==> src/rtl/irq_agg_pkg.sv <==
package irq_agg_pkg;

  // Byte address of a device register block from a line offset and device index.
  function automatic logic [63:0] dev_block_addr(
    input logic [63:0] area_base,
    input int unsigned line_rel,
    input int unsigned dev_idx,
    input int unsigned dev_stride,
    input int unsigned devs_per_line
  );
    logic [63:0] line_part;
    logic [63:0] dev_part;
    line_part = 64'(line_rel) * 64'(devs_per_line) * 64'(dev_stride);
    dev_part  = 64'(dev_idx) * 64'(dev_stride);
    return area_base + line_part + dev_part;
  endfunction

  // True when a line number names one of the device class lines.
  function automatic logic is_class_line(
    input int unsigned line_no,
    input int unsigned first_line,
    input int unsigned n_classes
  );
    return (line_no >= first_line) && (line_no < first_line + n_classes);
  endfunction

endpackage

==> src/rtl/irq_bitmap_bank.sv <==
module irq_bitmap_bank #(
  parameter int NUM_CLASSES = 5,
  parameter int DEVS        = 8
) (
  input  logic                              clk,
  input  logic                              rst_n,
  input  logic [NUM_CLASSES-1:0][DEVS-1:0]  present_i,
  input  logic [NUM_CLASSES-1:0][DEVS-1:0]  req_i,
  output logic [NUM_CLASSES-1:0][DEVS-1:0]  inst_q,
  output logic [NUM_CLASSES-1:0][DEVS-1:0]  pend_q,
  output logic [NUM_CLASSES-1:0]            line_o
);

  logic armed_q;

  always_ff @(posedge clk or negedge rst_n) begin
    if (!rst_n) armed_q <= 1'b0;
    else        armed_q <= 1'b1;
  end

  for (genvar k = 0; k < NUM_CLASSES; k++) begin : g_class
    logic [DEVS-1:0] masked_req;
    assign masked_req = req_i[k] & present_i[k];

    always_ff @(posedge clk or negedge rst_n) begin
      if (!rst_n) begin
        inst_q[k] <= '0;
        pend_q[k] <= '0;
      end else begin
        inst_q[k] <= present_i[k];
        pend_q[k] <= masked_req;
      end
    end

    assign line_o[k] = |pend_q[k];


    line_hold_chk: assert property (@(posedge clk) disable iff (!rst_n)
      armed_q |-> (line_o[k] == $past(|(req_i[k] & present_i[k]))));
  end

endmodule

==> src/rtl/irq_prio_pick.sv <==
module irq_prio_pick #(
  parameter int NUM_CLASSES = 5,
  parameter int DEVS        = 8,
  parameter int FIRST_LINE  = 3,
  parameter int LINE_W      = 3,
  parameter int DEV_W       = 3
) (
  input  logic [NUM_CLASSES-1:0]            line_i,
  input  logic [NUM_CLASSES-1:0][DEVS-1:0]  pend_i,
  output logic                              any_o,
  output logic [LINE_W-1:0]                 top_line_o,
  output logic [DEV_W-1:0]                  top_dev_o
);

  always_comb begin
    any_o      = 1'b0;
    top_line_o = '0;
    top_dev_o  = '0;
    for (int k = NUM_CLASSES - 1; k >= 0; k--) begin
      if (line_i[k]) begin
        any_o      = 1'b1;
        top_line_o = LINE_W'(FIRST_LINE + k);
        for (int j = DEVS - 1; j >= 0; j--) begin
          if (pend_i[k][j]) top_dev_o = DEV_W'(j);
        end
      end
    end
  end

endmodule

==> src/rtl/irq_addr_decode.sv <==
module irq_addr_decode
  import irq_agg_pkg::*;
#(
  parameter int          ADDR_W      = 32,
  parameter logic [31:0] AREA_BASE   = 32'h1000_0050,
  parameter int          NUM_CLASSES = 5,
  parameter int          DEVS        = 8,
  parameter int          DEV_STRIDE  = 16,
  parameter int          FIRST_LINE  = 3,
  parameter int          LINE_W      = 3,
  parameter int          DEV_W       = 3,
  parameter int          WORD_W      = 2
) (
  input  logic              clk,
  input  logic              rst_n,
  input  logic [ADDR_W-1:0] addr_i,
  output logic              hit_o,
  output logic [LINE_W-1:0] line_o,
  output logic [DEV_W-1:0]  dev_o,
  output logic [WORD_W-1:0] word_o,
  input  logic [LINE_W-1:0] gen_line_i,
  input  logic [DEV_W-1:0]  gen_dev_i,
  output logic              gen_ok_o,
  output logic [ADDR_W-1:0] gen_addr_o
);

  localparam int LINE_STRIDE = DEVS * DEV_STRIDE;
  localparam int AREA_BYTES  = NUM_CLASSES * LINE_STRIDE;
  localparam int DEV_SH      = $clog2(DEV_STRIDE);
  localparam int LINE_SH     = $clog2(LINE_STRIDE);

  logic [ADDR_W-1:0] off;
  logic [ADDR_W-1:0] line_full;
  logic [ADDR_W-1:0] dev_full;
  logic [ADDR_W-1:0] word_full;
  logic [ADDR_W-1:0] rt_gap;

  always_comb begin
    off       = addr_i - ADDR_W'(AREA_BASE);
    hit_o     = (addr_i >= ADDR_W'(AREA_BASE)) && (off < ADDR_W'(AREA_BYTES));
    line_full = ADDR_W'(FIRST_LINE) + (off >> LINE_SH);
    dev_full  = off >> DEV_SH;
    word_full = off >> 2;
    line_o    = hit_o ? line_full[LINE_W-1:0] : '0;
    dev_o     = hit_o ? dev_full[DEV_W-1:0]   : '0;
    word_o    = hit_o ? word_full[WORD_W-1:0] : '0;
  end

  always_comb begin
    gen_ok_o   = is_class_line(int'(gen_line_i), FIRST_LINE, NUM_CLASSES);
    gen_addr_o = '0;
    if (gen_ok_o)
      gen_addr_o = ADDR_W'(dev_block_addr(64'(AREA_BASE),
                                          int'(gen_line_i) - FIRST_LINE,
                                          int'(gen_dev_i), DEV_STRIDE, DEVS));
  end

  // Distance from the block base rebuilt out of the decoded fields.
  always_comb begin
    rt_gap = addr_i
           - ADDR_W'(dev_block_addr(64'(AREA_BASE), int'(line_o) - FIRST_LINE,
                                    int'(dev_o), DEV_STRIDE, DEVS))
           - (ADDR_W'(word_o) << 2);
  end


  decode_roundtrip_chk: assert property (@(posedge clk) disable iff (!rst_n)
    hit_o |-> (rt_gap < ADDR_W'(4)));


  decode_miss_chk: assert property (@(posedge clk) disable iff (!rst_n)
    !hit_o |-> ((line_o == '0) && (dev_o == '0) && (word_o == '0)));

endmodule

==> src/rtl/irq_line_agg.sv <==
module irq_line_agg
  import irq_agg_pkg::*;
#(
  parameter int          NUM_CLASSES = 5,
  parameter int          DEVS        = 8,
  parameter int          FIRST_LINE  = 3,
  parameter int          ADDR_W      = 32,
  parameter logic [31:0] AREA_BASE   = 32'h1000_0050,
  parameter int          DEV_STRIDE  = 16,
  parameter int          TOTAL       = NUM_CLASSES * DEVS,
  parameter int          LINE_W      = $clog2(FIRST_LINE + NUM_CLASSES),
  parameter int          DEV_W       = $clog2(DEVS),
  parameter int          WORD_W      = $clog2(DEV_STRIDE / 4)
) (
  input  logic                   clk,
  input  logic                   rst_n,
  input  logic [TOTAL-1:0]       dev_present,
  input  logic [TOTAL-1:0]       dev_req,
  output logic [NUM_CLASSES-1:0] irq_line,
  output logic                   irq_any,
  output logic [LINE_W-1:0]      irq_top_line,
  output logic [DEV_W-1:0]       irq_top_dev,
  input  logic [LINE_W-1:0]      rd_line,
  output logic                   rd_ok,
  output logic [DEVS-1:0]        rd_installed,
  output logic [DEVS-1:0]        rd_pending,
  input  logic [ADDR_W-1:0]      addr_i,
  output logic                   dec_hit,
  output logic [LINE_W-1:0]      dec_line,
  output logic [DEV_W-1:0]       dec_dev,
  output logic [WORD_W-1:0]      dec_word,
  input  logic [LINE_W-1:0]      gen_line,
  input  logic [DEV_W-1:0]       gen_dev,
  output logic                   gen_ok,
  output logic [ADDR_W-1:0]      gen_addr
);

  logic [NUM_CLASSES-1:0][DEVS-1:0] present_w;
  logic [NUM_CLASSES-1:0][DEVS-1:0] req_w;
  logic [NUM_CLASSES-1:0][DEVS-1:0] inst_w;
  logic [NUM_CLASSES-1:0][DEVS-1:0] pend_w;

  assign present_w = dev_present;
  assign req_w     = dev_req;

  irq_bitmap_bank #(.NUM_CLASSES(NUM_CLASSES), .DEVS(DEVS)) bank_i (
    .clk(clk), .rst_n(rst_n),
    .present_i(present_w), .req_i(req_w),
    .inst_q(inst_w), .pend_q(pend_w), .line_o(irq_line)
  );

  irq_prio_pick #(
    .NUM_CLASSES(NUM_CLASSES), .DEVS(DEVS), .FIRST_LINE(FIRST_LINE),
    .LINE_W(LINE_W), .DEV_W(DEV_W)
  ) pick_i (
    .line_i(irq_line), .pend_i(pend_w),
    .any_o(irq_any), .top_line_o(irq_top_line), .top_dev_o(irq_top_dev)
  );

  irq_addr_decode #(
    .ADDR_W(ADDR_W), .AREA_BASE(AREA_BASE), .NUM_CLASSES(NUM_CLASSES),
    .DEVS(DEVS), .DEV_STRIDE(DEV_STRIDE), .FIRST_LINE(FIRST_LINE),
    .LINE_W(LINE_W), .DEV_W(DEV_W), .WORD_W(WORD_W)
  ) dec_i (
    .clk(clk), .rst_n(rst_n), .addr_i(addr_i),
    .hit_o(dec_hit), .line_o(dec_line), .dev_o(dec_dev), .word_o(dec_word),
    .gen_line_i(gen_line), .gen_dev_i(gen_dev),
    .gen_ok_o(gen_ok), .gen_addr_o(gen_addr)
  );

  // Bitmap read port
  always_comb begin
    rd_ok        = is_class_line(int'(rd_line), FIRST_LINE, NUM_CLASSES);
    rd_installed = '0;
    rd_pending   = '0;
    for (int k = 0; k < NUM_CLASSES; k++) begin
      if (rd_ok && (int'(rd_line) == FIRST_LINE + k)) begin
        rd_installed = inst_w[k];
        rd_pending   = pend_w[k];
      end
    end
  end


  pend_masked_chk: assert property (@(posedge clk) disable iff (!rst_n)
    (rd_pending & ~rd_installed) == '0);


  prio_idle_chk: assert property (@(posedge clk) disable iff (!rst_n)
    !irq_any |-> (irq_line == '0));

  for (genvar k = 0; k < NUM_CLASSES; k++) begin : g_prio_chk

    prio_order_chk: assert property (@(posedge clk) disable iff (!rst_n)
      (irq_any && (int'(irq_top_line) == FIRST_LINE + k)) |->
        (irq_line[k] && ((irq_line & NUM_CLASSES'((1 << k) - 1)) == '0)));
  end

endmodule

==> config.mk <==
export PLATFORM = sky130hd
export DESIGN_NAME = irq_line_agg
export DESIGN_NICKNAME = d
export VERILOG_FILES = /design/src/rtl/irq_agg_pkg.sv /design/src/rtl/irq_bitmap_bank.sv /design/src/rtl/irq_prio_pick.sv /design/src/rtl/irq_addr_decode.sv /design/src/rtl/irq_line_agg.sv
export SDC_FILE = /design/constraint.sdc
export NUM_CORES = 1
export LEC_CHECK = 0
export ABC_AREA = 1
export BUFFER_PORTS_ARGS = -buffer_cell sky130_fd_sc_hd__buf_4
export CORE_UTILIZATION = 47
export CTS_BUF_LIST = sky130_fd_sc_hd__clkbuf_4
export CTS_CLUSTER_SIZE = 25
export DETAILED_ROUTE_END_ITERATION = 6
export PLACE_DENSITY = 0.79
export RECOVER_POWER = 25
export SETUP_SLACK_MARGIN = 0.1
export SLEW_MARGIN = 20
export SYNTH_ARGS = -nofsm -noshare
export SYNTH_HDL_FRONTEND = slang
export SYNTH_HIERARCHICAL = 1
export SYNTH_SLANG_ARGS = --single-unit
==> constraint.sdc <==
create_clock -name clk -period 2.7 [get_ports clk]
set_input_delay 0.27 -clock clk [delete_from_list [all_inputs] [get_ports clk]]
set_output_delay 0.27 -clock clk [all_outputs]
set_load 0.1 [all_outputs]
# Word level (Yosys, flattened, before mapping)
# Index checks and enable logic that the tools add are counted.
classes:
  add_sub_neg: 5
  magnitude_cmp: 4
  n_eq_ne: 5
  mux: 69
  n_bitwise: 5
  n_reduce_logical: 11
op_table:
  columns: ["op", "count"]
  rows:
  - ["$mux 3", 52]
  - ["$mux 8", 10]
  - ["$and 8x8->8", 5]
  - ["$reduce_or 8->1", 5]
  - ["$add 29x32->32 const A", 1]
  - ["$add 32x7->32", 1]
  - ["$ge 32x29->1 const B", 1]
  - ["$lt 32x10->1 const B", 1]
  - ["$mux 32", 1]
  - ["$sub 32x29->32 const B", 1]
  - ["$eq 3x3->1 const B", 3]
  - ["$ge 3x2->1 const B", 2]
  - ["$logic_and 1x1->1", 6]
  - ["$mux 1", 5]
  - ["$sub 3x2->4 const B", 1]
  - ["$add 2x3->3 const A", 1]
  - ["$eq 3x1->1 const B", 1]
  - ["$eq 3x2->1 const B", 1]
  - ["$mux 2", 1]
word_totals:
  reg_bits: 80
  in_bits: 123
  output_inout_bits: 71
  word_cells: 109

# Logic depth before layout (Yosys ltp)
# Gate-level depths: netlist of the first run.
depth:
  depth_word: 45
  mapped_depth: 41

# By module
# The synthesis of the first run kept the hierarchy.
modules_own_cells:
  columns: ["mod", "instances", "cells_per_inst", "area_per_inst_um2", "seq_area_each_um2"]
  rows:
  - ["irq_bitmap_bank", 1, 235, 2583.7, 2001.9]
  - ["irq_addr_decode", 1, 304, 1490.2, 0.0]
  - ["irq_line_agg", 1, 153, 691.9, 0.0]
  - ["irq_prio_pick", 1, 141, 638.1, 0.0]

# Least setup slack after synthesis of the first run
# OpenSTA, ideal clock, no wires.
synth_path:
  kind: "register -> output"
  startpoint: "register bank_i/pend_q[38] (netlist bit)"
  endpoint: "output port irq_top_dev[1]"
  arrival_ns: 4.507
  path_slack_ns: -2.077
  path_stages_with_launch: 22
  path_buffers: 0
  cell_sequence: "dfrtp_1 inv_1 nand2_1 nor2_1 nand2_1 inv_2 nor3_1 nand2_1 nand3_1 nand3_1 nand3_1 nand3_1 o21a_1 nand3_1 nand2_1 nand3_1 a31oi_1 nand3_1 nand3_1 nand3_1 a31oi_1 o21ai_0"
synth_rtl:
  columns: ["element", "line", "rtl"]
  rows:
  - ["start, declared", "irq_bitmap_bank.sv:10", "output logic [NUM_CLASSES-1:0][DEVS-1:0] pend_q,"]
  - ["start signal, assigned by index", "irq_bitmap_bank.sv:31", "pend_q[k] <= masked_req;"]
  - ["$reduce_or 8->1 *", "irq_bitmap_bank.sv:35", "assign line_o[k] = |pend_q[k];"]
  - ["via irq_line[4]", "irq_line_agg.sv:19", "output logic [NUM_CLASSES-1:0] irq_line,"]
  - ["$mux 3 *", "irq_prio_pick.sv:20", "if (line_i[k]) begin"]
  - ["$mux 3 (8 in a row)", "irq_prio_pick.sv:24", "if (pend_i[k][j]) top_dev_o = DEV_W'(j);"]
  - ["$mux 3 *", "irq_prio_pick.sv:20", null]
  - ["$mux 3 (8 in a row)", "irq_prio_pick.sv:24", null]
  - ["$mux 3 *", "irq_prio_pick.sv:20", null]
  - ["$mux 3 (8 in a row)", "irq_prio_pick.sv:24", null]
  - ["$mux 3 *", "irq_prio_pick.sv:20", null]
  - ["$mux 3 (8 in a row)", "irq_prio_pick.sv:24", null]
  - ["$mux 3 *", "irq_prio_pick.sv:20", null]
  - ["end, declared", "irq_line_agg.sv:22", "output logic [DEV_W-1:0] irq_top_dev,"]
# The timed path passes the listed nets; every way through them passes the cells marked *.

# Worst setup path after layout of the first run
layout_path:
  startpoint: "register bank_i/pend_q[38] (netlist bit)"
  endpoint: "output port irq_top_dev[1]"
layout_via:
  elab_chain_len: 44
layout_lines:
  columns: ["element", "line"]
  rows:
  - ["$mux 3 (7 in a row)", "irq_prio_pick.sv:24"]
  - ["$mux 3 *", "irq_prio_pick.sv:20"]
  - ["$mux 3 (8 in a row)", "irq_prio_pick.sv:24"]
  - ["$mux 3 *", "irq_prio_pick.sv:20"]
  - ["$mux 3 (8 in a row)", "irq_prio_pick.sv:24"]
  - ["$mux 3 *", "irq_prio_pick.sv:20"]
  - ["$mux 3 (8 in a row)", "irq_prio_pick.sv:24"]
  - ["$mux 3 *", "irq_prio_pick.sv:20"]
  - ["$mux 3 (8 in a row)", "irq_prio_pick.sv:24"]
  - ["$mux 3 *", "irq_prio_pick.sv:20"]
# Every way passes the cells marked *; elsewhere a longest branch is shown, timed or not.

==> metrics list, run 1 <==
* Post-Route Setup TNS: -1930 ps
- The first global-routing pass estimated 25,600 um of wire.
- In the layout the commonest cells are sky130_fd_sc_hd__nand2_1, sky130_fd_sc_hd__buf_4, sky130_fd_sc_hd__inv_1, sky130_fd_sc_hd__dfrtp_1, sky130_fd_sc_hd__nor2_1.
* Post-synthesis average cell area: between 6 and 7 um^2
- Highest metal layer with signal wires: met4
- The count of final hold-check violations came to 0.
* GRT overflow: 0
- The tightest min-delay check is of the in -> reg type.
- Starting utilization of the core area: 49.0%
- Across the whole layout, storage elements account for 0.00200 mm^2.
- Arrival time at the worst endpoint: 3420 ps
- In this run the worst setup path begins at bank_i/pend_q[38].
- The cell count after synthesis came out at roughly 830.
- The worst setup path is captured at a primary output.
- From synthesis to final layout, the design area changed by 49.3%.
- The root buffer cell chosen for the clock tree is sky130_fd_sc_hd__clkbuf_4.
* Clock transition at the register clock pins on the worst setup and hold paths after CTS: 160 ps
- TritonCTS created 9 clock buffers.
- The synthesized netlist contains 37 unique library cells.
* Total met2 wirelength after detailed routing: between 8000 and 9000 um
* Net count, final: 1,236
- DRC violations left: 0
* Transition time of the tightest slew-check pin: roughly 1100 ps
- Across every metal layer, demand over resource in global routing totals 28.2%.
* Post-Route WL: 17,400 um
- # placed instances: 1,170
* Worst slack on hold paths: approximately 13 ps
- The number of global-route vias before repair is around 5,700.
- For this design the static power due to leakage is 4.55 nW.
* Layout cell share with drive strength beyond 1: between 20% and 30%
* Share of the synthesized area in the top cell type: 37.0%
- The number of antenna diodes in the final layout is 0.
- Worst vdd ir: 0.288 mV
* Count of placed standard cells in the final layout, fillers left out: 1,247
- TritonCTS built the clock tree.
- Average detailed-routed wire length per instance: 14.0 um
- Timing would allow up to about 0.27 GHz.
* Pre-CTS worst setup slack: -386 ps
- The library cell used most frequently in the layout, excluding fill and tap cells, is sky130_fd_sc_hd__nand2_1.
- Fraction of the yosys area taken by sequential cells: 37.0%
- Total clock sinks: 80
* Longest Clk Path Bufs: 2
- Crit path to: irq_top_dev[1]
- Input and output buffers added on the ports amount to 186.
- Entering global routing, the biggest net connects 81 pins.
- 1st-iter DRT viols: 333
* Most used cell along the critical path: sky130_fd_sc_hd__nand3_1
- After routing the design area is 0.00807 mm^2.
- Total power after layout: 3.51 mW
* Die outline width: approximately 110 um
* Cell Rows: 38
- In this run the vertical extent of the chip is 109 um.
- Count of vias placed by the detailed router: 6,198
- Minimum period implied by the final worst setup slack: 3690 ps
- RSZ-0062 raised after global routing: yes
* Dominant cell type by area after synthesis: sky130_fd_sc_hd__dfrtp_1
* Required arrival time at the worst endpoint: 2430 ps
- The run finished, with violations left.
- The setup path with the least slack is of type reg -> out.
- Synth top area cells: sky130_fd_sc_hd__dfrtp_1, sky130_fd_sc_hd__nand2_1, sky130_fd_sc_hd__inv_1
- In this run the number of H-tree levels came out at 3.
- 194 I/O pins were placed.
- STA classifies the critical path startpoint as a flop.
- The checks that failed: negative setup slack.
- Least setup slack across all paths after layout: -991 ps
* Floorplan die area: 0.0119 mm^2
- Once placement finished, the instance area stood at 0.00722 mm^2.
- Measured on the finished design, the core utilization comes to 73.2%.
- After floorplanning, the core was sized to cover ~0.011 mm^2.
- Detailed route wirelength on metal3: 1190 um
- The multi-input combinational cells in the finished layout cover a total of about 0.0028 mm^2.
- Number of antenna violations at the first check in global routing: 0
- Dividing the final minimum period by the clock period gives 137%.
- The number of max-slew violations in the final report is 0.
* Number of synthesized register bits: 80
* Pre-Repair DR Iteration Count: 5
* Final count of negative-setup-slack endpoints: 3
* Headroom to the max-slew limit: 24.7%
- In this run the worst path has a maximum fanout of 3.
- For this block, wires on met1 add up to 6760 um.
- Critical-path top delay cell: sky130_fd_sc_hd__dfrtp_1
- The wire-length estimate of the detail-placed layout is 12,400 um.
* Pwr Density: around 430 mW/mm^2
- Combined area of all synthesized cells: 0.00540 mm^2
* GP Congestion: approximately 0.9
- During synthesis, Yosys emitted a total of 6 warnings.
- Number of fill cells in the layout: just under 900
- The tool flagged a number of max-cap violations equal to 0.
* Max stage delay on crit path: about 430 ps
- Detail-routed via count per cell: 4.97
- Once detail routing completed, the nets flagged for antenna violations numbered 0.
## critical path, delay by kind of cell (launching register included)
kind                   cells  cell delay (ps)
and+or+nand+nor           16             1290
buffers and inverters      4              520
AOI/OAI and AO/OA          5              760
DFF                        1              430
## kinds of logic after synthesis
kind of cell / count (synthesis) / share of synthesized area [%]
DFF: 80 / 37.0
xor gates and xnor gates: 2 / 0.324
other: 1 / 0.0694
buffers and inverters: 198 / 15.5
and+or+nand+nor: 475 / 38.0
AOI/OAI and AO/OA: 66 / 6.53
adders and majority gates: 11 / 2.55
## state kept, by name (all words and copies together) (netlist names)
register,flops
bank_i/inst_q,40
bank_i/pend_q,40
## routing by layer
metal / global-route usage, % / vias to the layer above
met3: 3.17 / 69
li1: - / 3022
met2: 49.9 / 298
met1: 33.8 / 2809
met4: 14.2 / 0
met5: 0 / -
## final cells by class
cell class                 instances  share of cell area [%]
multi-input combinational        562                    35.1
timing repair buffer             273                    27.4
tap                              140                    2.17
clock inverter                     7                    1.05
clock buffer                       9                   0.837
sequential                        80                    24.8
inverter                         176                    8.62
## worst min path at each step
stage / start / end / slack [ps] / depth (start not counted)
6_report: dev_req[30] / bank_i/pend_q[30] / 10 / 3
5_1_grt: dev_req[29] / bank_i/pend_q[29] / 10 / 3
4_1_cts: dev_req[23] / bank_i/pend_q[23] / 1 / 3
3_5_place_dp: dev_present[26] / bank_i/inst_q[26] / 390 / 1
3_3_place_gp: dev_present[0] / bank_i/inst_q[0] / 390 / 1
2_1_floorplan: rst_n / bank_i/inst_q[0] / -30 / 0
## cells in the mapped netlist (all sizes together)
cell type    n
nand2      297
inv        172
nor2       103
dfrtp       80
nand3       44
o21ai       42
buf         20
a21oi       14
and2        14
ha          11
nand4        5
a31oi        4
nand3b       4
nor3         3
nor4         3
bufinv       2
clkbuf       2
clkinv       2
o41ai        2
or2          2
xor2         2
conb         1
o21a         1
o22ai        1
o311ai       1
o31ai        1
## report_power, final
group	switching, mW	total (mW)	internal, mW
registers	0.0428	1.30	1.26
clock network	0.461	0.763	0.302
logic	0.987	1.44	0.455
total	1.49	3.51	2.01
## repair_timing
item / in CTS / in global routing
endpoints found under the setup margin: 11 / 12
endpoints found under the hold margin: 72 / 0
buffers inserted: 5 / 6
pin swaps: 8 / 18
hold buffers: 48 / 0
gates resized for setup: 19 / 26
gates cloned: 0 / 1
No activity file was read; power rests on OpenSTA's default activity.
==> run 2, diff against run 1 <==
--- a/config.mk
+++ b/config.mk
@@ -5,9 +5,8 @@
 export SDC_FILE = /design/constraint.sdc
 export NUM_CORES = 1
 export LEC_CHECK = 0
-export ABC_AREA = 1
 export BUFFER_PORTS_ARGS = -buffer_cell sky130_fd_sc_hd__buf_4
-export CORE_UTILIZATION = 47
+export CORE_UTILIZATION = 45
 export CTS_BUF_LIST = sky130_fd_sc_hd__clkbuf_4
 export CTS_CLUSTER_SIZE = 25
 export DETAILED_ROUTE_END_ITERATION = 6
==> run 2 against run 1 <==
  * The run ends with max-capacitance violations, max-slew violations, negative setup slack left
  * Critical path depth is 15 lower
  * Setup slack better by 390 ps
  * Combinational power is 5% lower
  * Sequential cell count stayed put
  * Critical path type is now in -> out
==> metrics list, run 2 <==
- Run status: complete, but fails checks (unchanged)
- Violations in the final reports: max-capacitance violations, max-slew violations, negative setup slack (was negative setup slack)
* Layout overhead on the synthesized area: 59.3% (was 49.3%)
- Headroom to the max-slew limit: -24.3% (was 24.7%)
- The number of buffers inserted by port buffering is 184 (was 186).
- The portion of netlist area occupied by mux cells is 3.48% (was 0%).
- Cell types with the highest counts after synthesis: sky130_fd_sc_hd__dfrtp_1, sky130_fd_sc_hd__and2_1, sky130_fd_sc_hd__nand2_1, sky130_fd_sc_hd__nor2_1, sky130_fd_sc_hd__nor3_1 (was sky130_fd_sc_hd__nand2_1, sky130_fd_sc_hd__inv_1, sky130_fd_sc_hd__dfrtp_1, sky130_fd_sc_hd__nor2_1, sky130_fd_sc_hd__nand3_1)
- Area inside the core boundary: 0.00986 mm^2 (was 0.0110 mm^2)
- GP Congestion: 0.945 (was 0.897)
* Number of enable-type register cells in the synthesized netlist: 0 (unchanged)
- Top-Level Pins: 194 (unchanged)
* Worst Hold Class: in -> reg (unchanged)
- WHS Path Cells: 2 (was 3)
* TritonCTS clock tree: built (unchanged)
- The synthesized-area fraction occupied by ao, oa, aoi and oai cells was 17.3% (was 6.53%).
- The library cell occupying the most area in the post-synthesis netlist is sky130_fd_sc_hd__dfrtp_1 (unchanged).
- The count of buffering cells on the critical path with inverters included is 4 (unchanged).
* Via count of the first global-routing pass: 4,663 (was 5,707)
- Cell Rows: 36 (was 38)
- Fraction of registers with async set or reset after synthesis: 100% (unchanged)
- Transition time of the tightest slew-check pin: 1860 ps (was 1130 ps)
- Clock transition at the register clock pins on the worst setup and hold paths after CTS: 130 ps (was 160 ps)
- The setup slack after layout came to -605 ps (was -991 ps).
- The average size of a mapped cell came to 9.61 um^2 (was 6.49 um^2).
- Post-synthesis share of cell area spent on and, or, nand and nor gates: 25.2% (was 38.0%)
- Number of fill cells in the layout: 684 (was 893)
* Layout cell share with drive strength beyond 1: 40.7% (was 28.0%)
- Pin count of the biggest net entering global routing: 81 (unchanged)
- Post-Route WL: 15,500 um (was 17,400 um)
* Final Hold Vio Count: 0 (unchanged)
* Net count, final: 879 (was 1,236)
- Share of the synthesized area in the top cell type: 43.5% (was 37.0%)
- Kind of critical path: in -> out (was reg -> out)
- The distinct cell type count of the synthesized netlist is 56 (was 37).
- The worst voltage drop across the vdd grid was 0.514 mV (was 0.288 mV).
- The arrival time of data at the critical path endpoint was 3030 ps (was 3420 ps).
- Root buffer cell: sky130_fd_sc_hd__clkbuf_4 (unchanged)
- The via-per-instance ratio is 5.60 (was 4.97).
* Top library cells by usage in the layout, fill and taps aside: sky130_fd_sc_hd__buf_4, sky130_fd_sc_hd__dfrtp_1, sky130_fd_sc_hd__and2_1, sky130_fd_sc_hd__dlygate4sd3_1, sky130_fd_sc_hd__clkbuf_4 (was sky130_fd_sc_hd__nand2_1, sky130_fd_sc_hd__buf_4, sky130_fd_sc_hd__inv_1, sky130_fd_sc_hd__dfrtp_1, sky130_fd_sc_hd__nor2_1)
- The leading cell type in the layout, fill and taps excluded is sky130_fd_sc_hd__buf_4 (was sky130_fd_sc_hd__nand2_1).
* TritonCTS buffer count: 9 (unchanged)
* Count of vias placed by the detailed router: 4,948 (was 6,198)
- The post-detailed-route count of antenna-violating nets came to 0 (unchanged).
* Combined area of all synthesized cells: 0.00460 mm^2 (was 0.00540 mm^2)
* H-tree levels: 3 (unchanged)
- Adder-cell share of the synthesized area: 2.72% (was 2.55%)
- The vertical extent of the die is 103 um (was 109 um).
- Instance count on the critical path: 10 (was 25)
- GRT overflow: 0 (unchanged)
- Dominant combinational cell family by area after synthesis: simple AND/OR/NAND/NOR gates (unchanged)
* DRC violations left: 0 (unchanged)
- The cell type of the slowest stage on the worst timing path is sky130_fd_sc_hd__or4_4 (was sky130_fd_sc_hd__dfrtp_1).
- The static leakage power came to 3.49 nW (was 4.55 nW).
- Worst-path maximum fanout: 4 (was 3)
* Dominant register cell in the synthesized netlist: sky130_fd_sc_hd__dfrtp_1 (unchanged)
- The number of detailed-routing iterations run before antenna repair is 5 (unchanged).
* Global-route usage over all layers: 28.4% (was 28.2%)
- The final number of setup-violating endpoints came to 9 (was 3).
- RSZ-0062 raised after global routing: yes (unchanged).
* Fmax: 0.303 GHz (was 0.271 GHz)
- The worst hold margin is 51.5 ps (was 12.8 ps).
- Ordered cell list for the critical path: buf_6 -> or4_4 -> or4_4 -> o41ai_4 -> nand4b_1 -> buf_4 -> or4_4 -> buf_4 -> nor2_4 -> buf_12
- Pwr Density: 475 mW/mm^2 (was 434 mW/mm^2)
- The number of antenna violations at the first check in global routing was 0 (unchanged).
- Most repeated cell in the gate-level netlist after synthesis: sky130_fd_sc_hd__dfrtp_1 (was sky130_fd_sc_hd__nand2_1)
- Count of synthesis-stage warnings from yosys: 6 (unchanged)
- The number of max-slew violations in the final report was 81 (was 0).
* Die outline width: 103 um (was 109 um)
- The die area is 0.0106 mm^2 (was 0.0119 mm^2).
- Minimum period implied by the final worst setup slack: 3300 ps (was 3690 ps)
- The kind of launch point of the worst setup path is an input port (was flop).
- The overall power consumption was 3.48 mW (was 3.51 mW).
* Area share of xor/xnor cells in the synthesized design: 1.52% (was 0.324%)
* Total inserted antenna cells: 0 (unchanged)
- The maximum clock path buffer count came to 2 (unchanged).
* Regs by FF count: bank_i/inst_q x40, bank_i/pend_q x40 (unchanged)
- Dominant delay contributor by cell family on the critical path: simple AND/OR/NAND/NOR gates (unchanged)
- The number of register bits inferred by synthesis is 80 (unchanged).
- 1st-iter DRT viols: 440 (was 333)
- Kind of end point of the critical path: primary output (unchanged)
- Most used cell along the critical path: sky130_fd_sc_hd__or4_4 (was sky130_fd_sc_hd__nand3_1)
- The final critical-path share of the clock period came to 122% (was 137%).
- Max stage delay on crit path: 580 ps (was 430 ps)
- Synth top area cells: sky130_fd_sc_hd__dfrtp_1, sky130_fd_sc_hd__and2_1, sky130_fd_sc_hd__mux2i_1 (was sky130_fd_sc_hd__dfrtp_1, sky130_fd_sc_hd__nand2_1, sky130_fd_sc_hd__inv_1)
- The detailed-placement wirelength estimate was 10,800 um (was 12,400 um).
- Total clock sinks: 80 (unchanged)
- The number of violations of the max-capacitance limit was 1 (was 0).
- The starting density of the core is 46.7% (was 49.0%).
- Post-Synthesis Cells: 479 (was 833)
* Average detailed-routed wire length per instance: 17.5 um (was 14.0 um)
* Global-route wire length before repair: 22,600 um (was 25,600 um)
* Required arrival time at the worst endpoint: 2430 ps (about the same)
- Fraction of the yosys area taken by sequential cells: 43.5% (was 37.0%)
[run 2: changes by cell type after synthesis, moves of 17 or more]
cell                      change
sky130_fd_sc_hd__nand2_1    -249
sky130_fd_sc_hd__inv_1      -148
sky130_fd_sc_hd__nor2_1      -42
sky130_fd_sc_hd__nand3_1     -40
sky130_fd_sc_hd__and2_1      +36
sky130_fd_sc_hd__nor3_1      +24
sky130_fd_sc_hd__o21ai_0     -21
sky130_fd_sc_hd__nor2_2      -18
sky130_fd_sc_hd__a21o_1      +17
[run 2: area by class of cell]
| type | instances | area [um^2] | area share [%] |
|---|---|---|---|
| tap | 133 | 166 | 2.27 |
| multi-input combinational | 358 | 2660 | 36.2 |
| sequential | 80 | 2010 | 27.4 |
| clock buffer | 9 | 67.6 | 0.922 |
| clock inverter | 7 | 95.1 | 1.30 |
| inverter | 18 | 71.3 | 0.973 |
| timing repair buffer | 279 | 2270 | 30.9 |
[run 2: path summary, 6_finish.rpt]
check,endpoint,from
min in group asynchronous,bank_i/inst_q[39],rst_n
max in group asynchronous,bank_i/pend_q[5],rst_n
worst max-delay path,dec_hit,addr_i[22]
worst min-delay path,bank_i/pend_q[33],dev_req[33]
[run 2: per-layer routing]
metal / GRT usage [%] / wire length, um / up-vias
met5: 0 / 0 / -
met4: 10.6 / 432 / 0
met3: 5.97 / 1300 / 34
met2: 49.7 / 7800 / 289
met1: 34.4 / 5930 / 2357
li1: - / - / 2268
[run 2: through the flow]
step / instance area [um^2] / setup WS [ps] / utilization [%] / setup TNS, ps / instances
2_1_floorplan: 4750 / -1090 / - / -16470 / 485
3_3_place_gp: 6340 / -501 / 64.3 / -3710 / 807
3_5_place_dp: 6340 / -589 / 64.3 / -4150 / 807
4_1_cts: 7170 / -528 / 72.7 / -4140 / 874
5_1_grt: 7330 / -654 / 74.3 / -5450 / 884
6_report: 7330 / -605 / 74.3 / -4830 / 884
[run 2: what timing repair did]
action                                 CTS  global route
buffers inserted                        10            10
pin swaps                                8            11
endpoints found under the hold margin   40             0
hold buffers                            40             0
cloned                                   1             0
gates resized for setup                 40            24
setup endpoints to repair               11            14
[run 2: logic make-up (layout without fill, tap and decap cells)]
group	Yosys count	count (layout)
and+or+nand+nor	209	210
AOI/OAI and AO/OA	107	107
DFF	80	80
buffers and inverters	48	313
muxes	16	16
adders and majority gates	10	10
xor gates and xnor gates	8	8
other	1	7
[run 2: power breakdown]
| group | internal, mW | total (mW) | switching (mW) |
|---|---|---|---|
| Clock | 0.377 | 0.789 | 0.412 |
| Sequential | 1.26 | 1.32 | 0.0613 |
| Combinational | 0.465 | 1.37 | 0.906 |
| Total | 2.10 | 3.48 | 1.38 |
==> run 3, diff against run 2 <==
--- a/config.mk
+++ b/config.mk
@@ -6,6 +6,7 @@
 export NUM_CORES = 1
 export LEC_CHECK = 0
 export BUFFER_PORTS_ARGS = -buffer_cell sky130_fd_sc_hd__buf_4
+export CORE_ASPECT_RATIO = 1.25
 export CORE_UTILIZATION = 45
 export CTS_BUF_LIST = sky130_fd_sc_hd__clkbuf_4
 export CTS_CLUSTER_SIZE = 25
==> run 3 against run 2 <==
  * The run ends with negative setup slack left
  * Cell count increased by 0.90%
  * Die area about the same
  * Global-route usage increased by 0.55 points
  * First-iteration DRC count decreased by 37%
  * Non-clock buffer count increased by 16
  * Count of clock-buffer cells in the layout increased by 1
  * Clock power decreased by 3.8%
  * Maximum frequency increased by 5.6%
  * Critical path type unchanged
  * Largest cell class unchanged
  * Highest routed layer unchanged
==> metrics list, run 3 (synthesis gave the netlist of run 2 again) <==
- Number of buffers and inverters on the critical path: 2 (was 4)
* Detail-routed via count per cell: 5.59 (was 5.60)
* Worst vdd ir: 0.411 mV (was 0.514 mV)
* Critical-path top delay cell: sky130_fd_sc_hd__or4_4 (unchanged)
* Hold endpoint: bank_i/pend_q[38] (was bank_i/pend_q[33])
- Ordered cell list for the critical path: buf_6 -> or4_4 -> or4_4 -> o41ai_2 -> nand4b_1 -> or4_4 -> nor4_4 -> buf_6 (was buf_6 -> or4_4 -> or4_4 -> o41ai_4 -> nand4b_1 -> buf_4 -> or4_4 -> buf_4 -> nor2_4 -> buf_12)
- Run status: complete, but fails checks (unchanged).
- Arrival time at the worst endpoint: 2860 ps (was 3030 ps)
- Top-Level Pins: 194 (unchanged)
- Layout cell share with drive strength beyond 1: 43.5% (was 40.7%)
* Final number of max-transition violations: 0 (was 81)
* Transition time of the tightest slew-check pin: 947 ps (was 1860 ps)
- The number of detailed-routing iterations run before antenna repair is 4 (was 5).
* Half-perimeter wire length of the detailed placement result: 11,100 um (was 10,800 um)
- Max stage delay on crit path: 530 ps (was 580 ps)
- Pre-CTS worst setup slack: -620 ps (was -589 ps)
* Number of port buffers: 184 (unchanged)
* TritonCTS buffer count: 9 (unchanged)
- The routed length per placed instance was 17.7 um (was 17.5 um).
- The wire length of the first global-routing pass is 23,600 um (was 22,600 um).
- The endpoint type of the worst setup path is a primary output (unchanged).
- The final number of setup-violating endpoints came to 10 (was 9).
- Regs by FF count: bank_i/inst_q x40, bank_i/pend_q x40 (unchanged).
- The sum of negative setup slack was -3260 ps (was -4830 ps).
- The number of rows in the core area is 40 (was 36).
- Net count, final: 896 (was 879)
- The number of global-route vias before repair is 4,889 (was 4,663).
- Hold Path Origin: dev_req[38] (was dev_req[33])
- Dominant delay contributor by cell family on the critical path: simple AND/OR/NAND/NOR gates (unchanged)
* Fmax: 0.320 GHz (was 0.303 GHz)
- The final routed DRC violation total was 0 (unchanged).
* Number of nets with antenna violations after routing: 0 (unchanged)
- The worst hold path depth is 2 (unchanged).
* Post-Route WL: 15,800 um (was 15,500 um)
- The largest net degree at the start of global routing is 81 (unchanged).
- Violations in the final reports: negative setup slack (was max-capacitance violations, max-slew violations, negative setup slack)
- Final core occ: 76.8% (was 74.3%)
- Total inserted antenna cells: 0 (unchanged)
* Worst Hold Class: in -> reg (unchanged)
* Top library cells by usage in the layout, fill and taps aside: sky130_fd_sc_hd__buf_4, sky130_fd_sc_hd__dfrtp_1, sky130_fd_sc_hd__clkbuf_4, sky130_fd_sc_hd__dlygate4sd3_1, sky130_fd_sc_hd__and2_1 (was sky130_fd_sc_hd__buf_4, sky130_fd_sc_hd__dfrtp_1, sky130_fd_sc_hd__and2_1, sky130_fd_sc_hd__dlygate4sd3_1, sky130_fd_sc_hd__clkbuf_4)
- The clock period minus final worst setup slack was 3130 ps (was 3300 ps).
- Clock transition at the register clock pins on the worst setup and hold paths after CTS: 130 ps (about the same)
* Maxcap violations: 0 (was 1)
- The kind of launch point of the worst setup path is an input port (unchanged).
* Layout overhead on the synthesized area: 62.9% (was 59.3%)
- Most used cell along the critical path: sky130_fd_sc_hd__or4_4 (unchanged)
- Standby leakage power: 3.55 nW (was 3.49 nW)
- Die outline width: 92.5 um (was 103 um)
- The routability-driven placement congestion ratio was 0.979 (was 0.945).
* H-tree levels: 3 (unchanged)
* Commonest non-fill, non-tap cell in the layout: sky130_fd_sc_hd__buf_4 (unchanged)
- Number of antenna violations at the first check in global routing: 0 (unchanged)
- The number of design-rule violations left by the first detailed-router iteration came to 276 (was 440).
* Longest Clk Path Bufs: 2 (unchanged)
- The die area was 0.0106 mm^2 (about the same).
* Required arrival time at the worst endpoint: 2430 ps (about the same)
* RSZ-0062 raised after global routing: yes (unchanged)
- Y dimension of the die: 115 um (was 103 um)
- Headroom to the max-slew limit: 36.9% (was -24.3%)
- The total global routing overflow came to 0 (unchanged).
- Share of the clock period used by the worst path after layout: 116% (was 122%)
- The worst hold margin came to 43.0 ps (was 51.5 ps).
- Least setup slack across all paths after layout: -428 ps (was -605 ps)
- The clock root buffer master is sky130_fd_sc_hd__clkbuf_4 (unchanged).
* Pwr Density: 464 mW/mm^2 (was 475 mW/mm^2)
- TritonCTS clock tree: built (unchanged)
- Kind of critical path: in -> out (unchanged)
* Final Hold Vio Count: 0 (unchanged)
- Count of vias placed by the detailed router: 4,984 (was 4,948)
* Worst-path maximum fanout: 5 (was 4)
- Area inside the core boundary: 0.00976 mm^2 (was 0.00986 mm^2)
- The starting density of the core was 47.2% (was 46.7%).
* Total clock sinks: 80 (unchanged)
- Global-route usage over all layers: 28.9% (was 28.4%)
[run 3: cell type report]
type                            instances  area (um^2)
Tap cell                              126          158
Fill cell                             603         2260
Timing Repair Buffer                  295         2400
Inverter                               18         71.3
Multi-Input combinational cell        359         2710
Clock buffer                           10         75.1
Sequential cell                        80         2020
Clock inverter                          4         71.3
[run 3: power by group]
part	total (mW)	leakage (nW)	internal [mW]	switching, mW
registers	1.32	0.964	1.26	0.0648
clock network	0.759	0.0760	0.374	0.386
logic	1.39	2.51	0.480	0.912
total	3.48	3.55	2.11	1.36
[run 3: repair_timing]
item | 4_1_cts | 5_1_grt
hold endpoints to repair | 61 | 0
buffers inserted | 12 | 18
setup endpoints to repair | 14 | 14
pin swaps | 8 | 7
hold buffers | 41 | 0
resized for setup | 45 | 34
gates cloned | 1 | 1
[run 3: how the worst max path moves through the flow]
| stage | start | to | cells after the start |
|---|---|---|---|
| floorplan | addr_i[22] | dec_line[0] | 7 |
| global placement | addr_i[22] | dec_dev[2] | 8 |
| detailed placement | addr_i[22] | dec_dev[2] | 8 |
| CTS | addr_i[22] | dec_dev[2] | 8 |
| global route | addr_i[22] | dec_dev[2] | 8 |
| finish | addr_i[22] | dec_dev[2] | 8 |
[run 3: per-stage QoR]
stage	instances	power [mW]	area (um^2)
3_3_place_gp	805	2.57	6370
4_1_cts	873	3.42	7230
6_report	892	3.48	7500
3_5_place_dp	805	2.59	6370
5_1_grt	892	3.60	7500
2_1_floorplan	485	2.20	4750
[run 3: per-layer routing]
| metal | up-vias | track usage [%] | wire (um) |
|---|---|---|---|
| met1 | 2359 | 32.2 | 5770 |
| met2 | 279 | 53.0 | 8210 |
| met3 | 53 | 4.17 | 1120 |
| met5 | - | 0 | 0 |
| li1 | 2293 | - | - |
| met4 | 0 | 15.7 | 723 |
